## src/rtl/abrg_pkg.sv

```systemverilog
// Shared types for the auxiliary baud tick generator.
// Assumes exactly two serial ports; the control byte layout is fixed.
package abrg_pkg;
    localparam int PORTS = 2;

    // Register selector used on the write port.
    typedef enum logic {
        REG_RELOAD = 1'b0,
        REG_CTRL   = 1'b1
    } reg_sel_e;

    // Control byte: bit 0 run, bit 1 fast, bits 3:2 tx route,
    // bits 5:4 rx route, bits 7:6 per-port full-rate (double).
    typedef struct packed {
        logic [PORTS-1:0] dbl;
        logic [PORTS-1:0] rx_sel;
        logic [PORTS-1:0] tx_sel;
        logic             fast;
        logic             run;
    } ctrl_t;
endpackage

```

## src/rtl/abrg_regs.sv

```systemverilog
// Register file: holds the reload value and the control byte.
// Assumes one write per cycle; writes land on the clock edge.
module abrg_regs
    import abrg_pkg::*;
#(
    parameter int CNT_W = 8
) (
    input  logic             clk,
    input  logic             rst_n,
    input  logic             wr_en,
    input  logic             wr_sel,
    input  logic [CNT_W-1:0] wr_data,
    output logic [CNT_W-1:0] reload,
    output ctrl_t            ctrl
);
    // Capture register writes; both registers clear on reset.
    always_ff @(posedge clk) begin
        if (!rst_n) begin
            reload <= '0;
            ctrl   <= '0;
        end else if (wr_en) begin
            if (reg_sel_e'(wr_sel) == REG_CTRL) ctrl <= ctrl_t'(wr_data[7:0]);
            else                                reload <= wr_data;
        end
    end

    // reset leaves the generator stopped.
    p_reset_stop_r1: assert property (@(posedge clk) !rst_n |=> !ctrl.run);
endmodule

```

## src/rtl/abrg_prescale.sv

```systemverilog
// Step prescaler: issues one step every L clocks, where
// L = (x2 ? 1 : 2) * (fast ? 1 : SLOW_DIV). It is cleared while stopped.
// Assumes x2 and fast are changed only while stopped; a count that is
// left beyond a new limit simply steps on the next clock.
module abrg_prescale #(
    parameter int SLOW_DIV = 6
) (
    input  logic clk,
    input  logic rst_n,
    input  logic run,
    input  logic fast,
    input  logic x2,
    output logic step
);
    localparam int MAX_L = 2 * SLOW_DIV;
    localparam int PRE_W = $clog2(MAX_L);

    logic [PRE_W-1:0] pre_cnt;
    logic [PRE_W-1:0] limit_m1;
    int               lim;

    // Derive the terminal count from the clock mode and speed bit.
    always_comb begin
        lim      = (x2 ? 1 : 2) * (fast ? 1 : SLOW_DIV);
        limit_m1 = PRE_W'(lim - 1);
        step     = run && (pre_cnt >= limit_m1);
    end

    // Advance the prescale count, clearing it when stopped or on a step.
    always_ff @(posedge clk) begin
        if (!rst_n || !run) pre_cnt <= '0;
        else if (step)      pre_cnt <= '0;
        else                pre_cnt <= pre_cnt + 1'b1;
    end

    // no step is issued while stopped.
    p_no_step_idle_r2: assert property (@(posedge clk) disable iff (!rst_n)
        !run |-> !step);
    // in fast mode with x2 set, a running prescaler steps every clock.
    p_fast_x2_r4: assert property (@(posedge clk) disable iff (!rst_n)
        (run && fast && x2) |-> step);
endmodule

```

## src/rtl/abrg_counter.sv

```systemverilog
// Reload counter: counts up one per step from the reload value and
// flags an overflow when it steps out of the all-ones state.
// Assumes the reload value is sampled at the overflow edge.
module abrg_counter #(
    parameter int CNT_W = 8
) (
    input  logic             clk,
    input  logic             rst_n,
    input  logic             run,
    input  logic             step,
    input  logic [CNT_W-1:0] reload,
    output logic             ovf
);
    logic [CNT_W-1:0] cnt;
    logic             at_top;

    // Detect the step that leaves the all-ones state.
    always_comb begin
        at_top = (cnt == {CNT_W{1'b1}});
        ovf    = run && step && at_top;
    end

    // Hold at reload when stopped; count or reload on each step.
    always_ff @(posedge clk) begin
        if (!rst_n)          cnt <= '0;
        else if (!run)       cnt <= reload;
        else if (step) begin
            if (at_top)      cnt <= reload;
            else             cnt <= cnt + 1'b1;
        end
    end

    // an overflow restarts from the reload value on the same edge.
    p_reload_on_ovf_r3: assert property (@(posedge clk) disable iff (!rst_n)
        ovf |=> (cnt == $past(reload)));
    // a non-overflowing step advances by exactly one.
    p_count_up_r3: assert property (@(posedge clk) disable iff (!rst_n)
        (run && step && !at_top) |=> (cnt == $past(cnt) + 1'b1));
    // a stopped counter tracks the reload register.
    p_hold_r2: assert property (@(posedge clk) disable iff (!rst_n)
        !run |=> (cnt == $past(reload)));
endmodule

```

## src/rtl/abrg_port.sv

```systemverilog
// Per-port tick shaper: optional divide-by-2 of the overflow stream,
// then registered routing to the port's transmitter and receiver.
// Assumes the half-rate phase restarts whenever the generator stops.
module abrg_port (
    input  logic clk,
    input  logic rst_n,
    input  logic run,
    input  logic ovf,
    input  logic dbl,
    input  logic tx_sel,
    input  logic rx_sel,
    output logic tx_tick,
    output logic rx_tick
);
    logic half;
    logic tick16;

    // A tick passes on every overflow when doubled, else every second one.
    always_comb tick16 = ovf && (dbl || half);

    // Toggle the half-rate phase on overflows of an undoubled port.
    always_ff @(posedge clk) begin
        if (!rst_n || !run)   half <= 1'b0;
        else if (ovf && !dbl) half <= ~half;
    end

    // Register the routed ticks.
    always_ff @(posedge clk) begin
        if (!rst_n) begin
            tx_tick <= 1'b0;
            rx_tick <= 1'b0;
        end else begin
            tx_tick <= tick16 && tx_sel;
            rx_tick <= tick16 && rx_sel;
        end
    end

    // unrouted outputs stay low.
    p_tx_gate_r6: assert property (@(posedge clk) disable iff (!rst_n)
        !tx_sel |=> !tx_tick);
    p_rx_gate_r6: assert property (@(posedge clk) disable iff (!rst_n)
        !rx_sel |=> !rx_tick);
    // an undoubled port never ticks on two consecutive cycles.
    p_half_rate_r7: assert property (@(posedge clk) disable iff (!rst_n)
        (tick16 && !dbl) ##1 !dbl |-> !tick16);
    // a stopped generator raises no tick.
    p_idle_quiet_r2: assert property (@(posedge clk) disable iff (!rst_n)
        !run |=> (!tx_tick && !rx_tick));
endmodule

```

## src/rtl/aux_baud_gen.sv

```systemverilog
// Auxiliary baud tick generator top: register file, prescaler,
// shared reload counter and one tick shaper per serial port.
// Assumes the clock-mode input and speed bit change only while stopped.
module aux_baud_gen
    import abrg_pkg::*;
#(
    parameter int CNT_W    = 8,
    parameter int SLOW_DIV = 6
) (
    input  logic             clk,
    input  logic             rst_n,
    input  logic             x2_mode,
    input  logic             wr_en,
    input  logic             wr_sel,
    input  logic [CNT_W-1:0] wr_data,
    output logic [PORTS-1:0] tx_tick,
    output logic [PORTS-1:0] rx_tick
);
    logic [CNT_W-1:0] reload;
    ctrl_t            ctrl;
    logic             step;
    logic             ovf;

    abrg_regs #(.CNT_W(CNT_W)) u_regs (
        .clk     (clk),
        .rst_n   (rst_n),
        .wr_en   (wr_en),
        .wr_sel  (wr_sel),
        .wr_data (wr_data),
        .reload  (reload),
        .ctrl    (ctrl)
    );

    abrg_prescale #(.SLOW_DIV(SLOW_DIV)) u_pre (
        .clk   (clk),
        .rst_n (rst_n),
        .run   (ctrl.run),
        .fast  (ctrl.fast),
        .x2    (x2_mode),
        .step  (step)
    );

    abrg_counter #(.CNT_W(CNT_W)) u_cnt (
        .clk    (clk),
        .rst_n  (rst_n),
        .run    (ctrl.run),
        .step   (step),
        .reload (reload),
        .ovf    (ovf)
    );

    // One tick shaper per serial port.
    for (genvar p = 0; p < PORTS; p++) begin : g_port
        abrg_port u_port (
            .clk     (clk),
            .rst_n   (rst_n),
            .run     (ctrl.run),
            .ovf     (ovf),
            .dbl     (ctrl.dbl[p]),
            .tx_sel  (ctrl.tx_sel[p]),
            .rx_sel  (ctrl.rx_sel[p]),
            .tx_tick (tx_tick[p]),
            .rx_tick (rx_tick[p])
        );
    end

    // an overflow only happens while running.
    p_ovf_needs_run_r2: assert property (@(posedge clk) disable iff (!rst_n)
        ovf |-> ctrl.run);
    // reset clears every tick output.
    p_reset_quiet_r1: assert property (@(posedge clk)
        !rst_n |=> (tx_tick == '0 && rx_tick == '0));
endmodule

```

## config.mk

```make
export PLATFORM = sky130hd
export DESIGN_NAME = aux_baud_gen
export DESIGN_NICKNAME = d
export VERILOG_FILES = /design/src/rtl/abrg_pkg.sv /design/src/rtl/abrg_regs.sv /design/src/rtl/abrg_prescale.sv /design/src/rtl/abrg_counter.sv /design/src/rtl/abrg_port.sv /design/src/rtl/aux_baud_gen.sv
export SDC_FILE = /design/constraint.sdc
export NUM_CORES = 1
export LEC_CHECK = 0
export BUFFER_PORTS_ARGS = -buffer_cell sky130_fd_sc_hd__buf_2
export CORE_ASPECT_RATIO = 0.5
export CORE_MARGIN = 3
export CORE_UTILIZATION = 45
export CTS_CLUSTER_DIAMETER = 200
export CTS_CLUSTER_SIZE = 8
export DETAILED_ROUTE_END_ITERATION = 8
export REMOVE_ABC_BUFFERS = 1
export SYNTH_ARGS = -nofsm -noshare
export SYNTH_HDL_FRONTEND = slang
export SYNTH_SLANG_ARGS = --single-unit
```

## constraint.sdc

```tcl
create_clock -name clk -period 3.07 [get_ports clk]
set_clock_uncertainty 0.15 [all_clocks]
set_input_delay 0.7675 -clock clk [delete_from_list [all_inputs] [get_ports clk]]
set_output_delay 0.7675 -clock clk [all_outputs]
set_load 0.03 [all_outputs]
```

==> flow_metrics.py <==
metrics = {
    "worst_setup_path": {
        "worst-path-max-fanout": 10,
        "path_cells": "buf_2 -> or2_2 -> ha_1 -> o211ai_1 -> o21a_1 -> or4_1 -> a21oi_1",
        "rr_worst_depth": 6,
        "crit_path_start_kind": "input port",
        "r2r-end": "g_port[1].u_port.half$_SDFFE_PP0P_",
        "required_ns": 3.13,
        "max_stage_delay_ns": 0.50,
        "reg2reg_from": "u_regs.ctrl[1]$_SDFFE_PN0P_",
        "reg2reg_slack_ns": 0.79,
        "crit_family": "simple AND/OR/NAND/NOR gates",
        "worst-path-stages": 7,
        "arrival_ns": 2.53,
        "worstSetupPathType": "in -> reg",
        "crit_path_top_delay_cell": "or4_1",
        "worstPathBufferInverterCount": 1,
        "crit_path_end_kind": "flop",
    },
    "grt": {
        "grt_max_degree": 20,
        "grt_pass1_wl_um": 6570,
        "grt_use_total": 0.186,
        "grt_pass1_vias": 1354,
        "overflow": 0,
        "antenna_found_initial": 0,
    },
    "placed_design": {
        "globalplace.congestion": 0.828,
        "io_buffers": 16,
        "dp.cells": 254,
        "pre_cts_ws_ns": 0.299,
        "hpwl_um": 2770,
    },
    "route": {
        "wl_um": 3880,
        "drtIter0Drc": 114,
        "wl_per_cell_um": 14.8,
        "drtAntennaViolNets": 0,
        "via_per_inst": 5.58,
        "drc": 0,
        "vias": 1463,
        "firstDrtPassIters": 4,
    },
    "floorplanning": {
        "die_area_sq_um": 4420,
        "initial_core_util": 0.505,
        "core_sq_um": 3220,
        "die_h_um": 48.5,
        "fp.dieW_um": 91.1,
        "row_count": 14,
        "io_pins": 17,
    },
    "clock_network": {
        "numCtsBuffers": 5,
        "ctsResizeCount": 0,
        "clock_path_buffers": 2,
        "clock-sinks": 34,
        "hold_buffers": 0,
        "cts_tree": "built",
        "htree_levels": 2,
        "clk_pin_slew_ns": 0.07,
        "clock_latency_ns": 0.28,
        "cts_root_buf": "clkbuf_8",
        "cts_setup_buffers": 0,
    },
    "logic_synthesis": {
        "syn_area_per_cell_sq_um": 8.02,
        "synth.distinct_cells": 44,
        "yosys_warnings": 0,
        "synth-edff-count": 0,
        "synthXorXnorAreaFrac": 0.0108,
        "synth.area.mux_share": 0.00615,
        "yosysMostFrequentCell": "nand2_1",
        "synth_top_family_by_area": "simple AND/OR/NAND/NOR gates",
        "synthFlopType": "dfxtp_1",
        "ys_top_cells_by_count": "37 x nand2_1, 34 x dfxtp_1, 24 x a21oi_1",
        "synthCells": 203,
        "ys_seq_elements": 34,
        "netlist.area_leader.share": 0.418,
        "synth_area_sq_um": 1630,
        "seq_area_frac_synth": 0.418,
        "synth_compound_area_frac": 0.176,
        "synthTopCellsByArea": "dfxtp_1 42%, nand2_1 8.5%, a21oi_1 7.4%, ha_1 4.6%, nand3_1 4.6%",
        "synth_fa_ha_area_frac": 0.0461,
        "synth-simple-area-share": 0.284,
        "yosysTopAreaCell": "dfxtp_1",
        "synthArstFlopShare": 0,
    },
    "min_path": {
        "hold_path_class": "reg -> reg",
        "min_from": "u_regs.ctrl[2]$_SDFFE_PN0P_",
        "holdPathStages": 2,
        "hold-path-endpoint": "u_regs.ctrl[2]$_SDFFE_PN0P_",
    },
    "timing": {
        "setup_ws_ns": 0.601,
        "hold_violations": 0,
        "worst_slew_pin_slew_ns": 0.573,
        "finalSetupViolCount": 0,
        "fin_crit_ns": 2.47,
        "fin_setup_tns_ns": 0,
        "rsz0062_at_grt": "false",
        "slew_viol_final": 0,
        "post-route-period-util": 0.804,
        "fmax_mhz": 405,
        "slew_headroom": 0.614,
    },
    "final_layout": {
        "stdcell_count": 262,
        "nets": 232,
        "multiInputGateArea_sq_um": 852,
        "diodes": 0,
        "area_delta_synth_final_pct": 10.9,
        "fillers": 326,
        "drive_gt1_frac": 0.154,
        "seqCellArea_sq_um": 681,
    },
    "outcome": {
        "status": "finished, final reports clean",
    },
    "pwr": {
        "power.density_nw_per_um2": 497,
        "leakagePower_uw": 0.000695,
        "ir_drop_mv": 0.286,
    },
    "job": {
        "maxCapViolCount": 0,
    },
}
==> logic make-up (layout without fill, tap and decap cells) <==
kind of cell	Yosys count	in the layout
multiplexers	1	1
AND/OR/NAND/NOR	93	93
adder cells (fa/ha/maj)	6	6
AO/OA/AOI/OAI	47	47
buffers and inverters	20	31
flip-flops	34	34
XOR/XNOR	2	2
==> power breakdown <==
group | switching [uW] | internal, uW
clock network | 175 | 180
logic | 41.4 | 27.5
registers | 17.3 | 456
total | 234 | 664
==> final cells by class <==
cell class,count,share of cell area
timing repair buffer,19,0.0568
sequential,34,0.377
inverter,4,0.00832
tap,48,0.0333
clock buffer,6,0.0457
multi-input combinational,149,0.472
clock inverter,2,0.00693
==> routing by layer <==
layer	up-vias	GRT usage	wire [um]
li1	739	-	-
met1	676	0.272	2050
met2	42	0.258	1570
met3	6	0.0526	216
met4	0	0.0650	34
met5	-	0	0
==> registers in the layout, summed over array words and instances, names as in the netlist <==
signal	cells
g_port.u_port.half	2
u_pre.pre_cnt	4
g_port.u_port.rx_tick	2
u_cnt.cnt	8
u_regs.ctrl	8
u_regs.reload	8
g_port.u_port.tx_tick	2
==> worst reg2reg max path: cells and delay by family (launching register included) <==
family / cells / cell delay, ns
compound gates: 3 / 0.58
flops: 1 / 0.37
fa+ha+maj: 1 / 0.29
simple gates: 2 / 0.81
==> worst max path at each step <==
stage / startpoint / endpoint
floorplan: x2_mode / g_port[0].u_port.half$_SDFFE_PP0P_
detailed placement: x2_mode / g_port[1].u_port.half$_SDFFE_PP0P_
global placement: x2_mode / g_port[0].u_port.half$_SDFFE_PP0P_
finish: x2_mode / g_port[1].u_port.half$_SDFFE_PP0P_
global route: x2_mode / g_port[1].u_port.half$_SDFFE_PP0P_
CTS: x2_mode / g_port[1].u_port.half$_SDFFE_PP0P_
==> per-stage QoR <==
step | power (uW) | util | hold slack [ns] | area [sq um]
final | 897 | 0.560 | 0.304 | 1810
after floorplan | 519 | - | 0.280 | 1550
after detailed placement | 551 | 0.531 | 0.298 | 1710
after global routing | 941 | 0.560 | 0.327 | 1810
after global placement | 550 | 0.531 | 0.286 | 1710
after CTS | 908 | 0.560 | 0.310 | 1810
==> cell usage in the layout, fill, tap and decap left out, types with 2 or more instances in the layout <==
| cell | Yosys | layout |
|---|---|---|
| nand2_1 | 37 | 37 |
| dfxtp_1 | 34 | 34 |
| a21oi_1 | 24 | 24 |
| buf_2 | 2 | 16 |
| nand3_1 | 15 | 15 |
| nor2_1 | 8 | 8 |
| ha_1 | 6 | 6 |
| clkbuf_8 | 0 | 6 |
| and3_1 | 5 | 5 |
| and2_1 | 4 | 4 |
| o21ai_0 | 4 | 4 |
| nor3_1 | 4 | 4 |
| o21a_1 | 3 | 3 |
| nor4_1 | 3 | 3 |
| nand4_1 | 3 | 3 |
| buf_4 | 4 | 3 |
| or2_2 | 2 | 2 |
| nand2b_1 | 2 | 2 |
| o211ai_1 | 2 | 2 |
| o31ai_1 | 2 | 2 |
| or4_1 | 2 | 2 |
| clkinv_1 | 2 | 2 |
| inv_1 | 2 | 2 |
| and3_2 | 2 | 2 |
| a31oi_1 | 2 | 2 |
| a221oi_1 | 2 | 2 |
(Power assumes the default switching activity.)
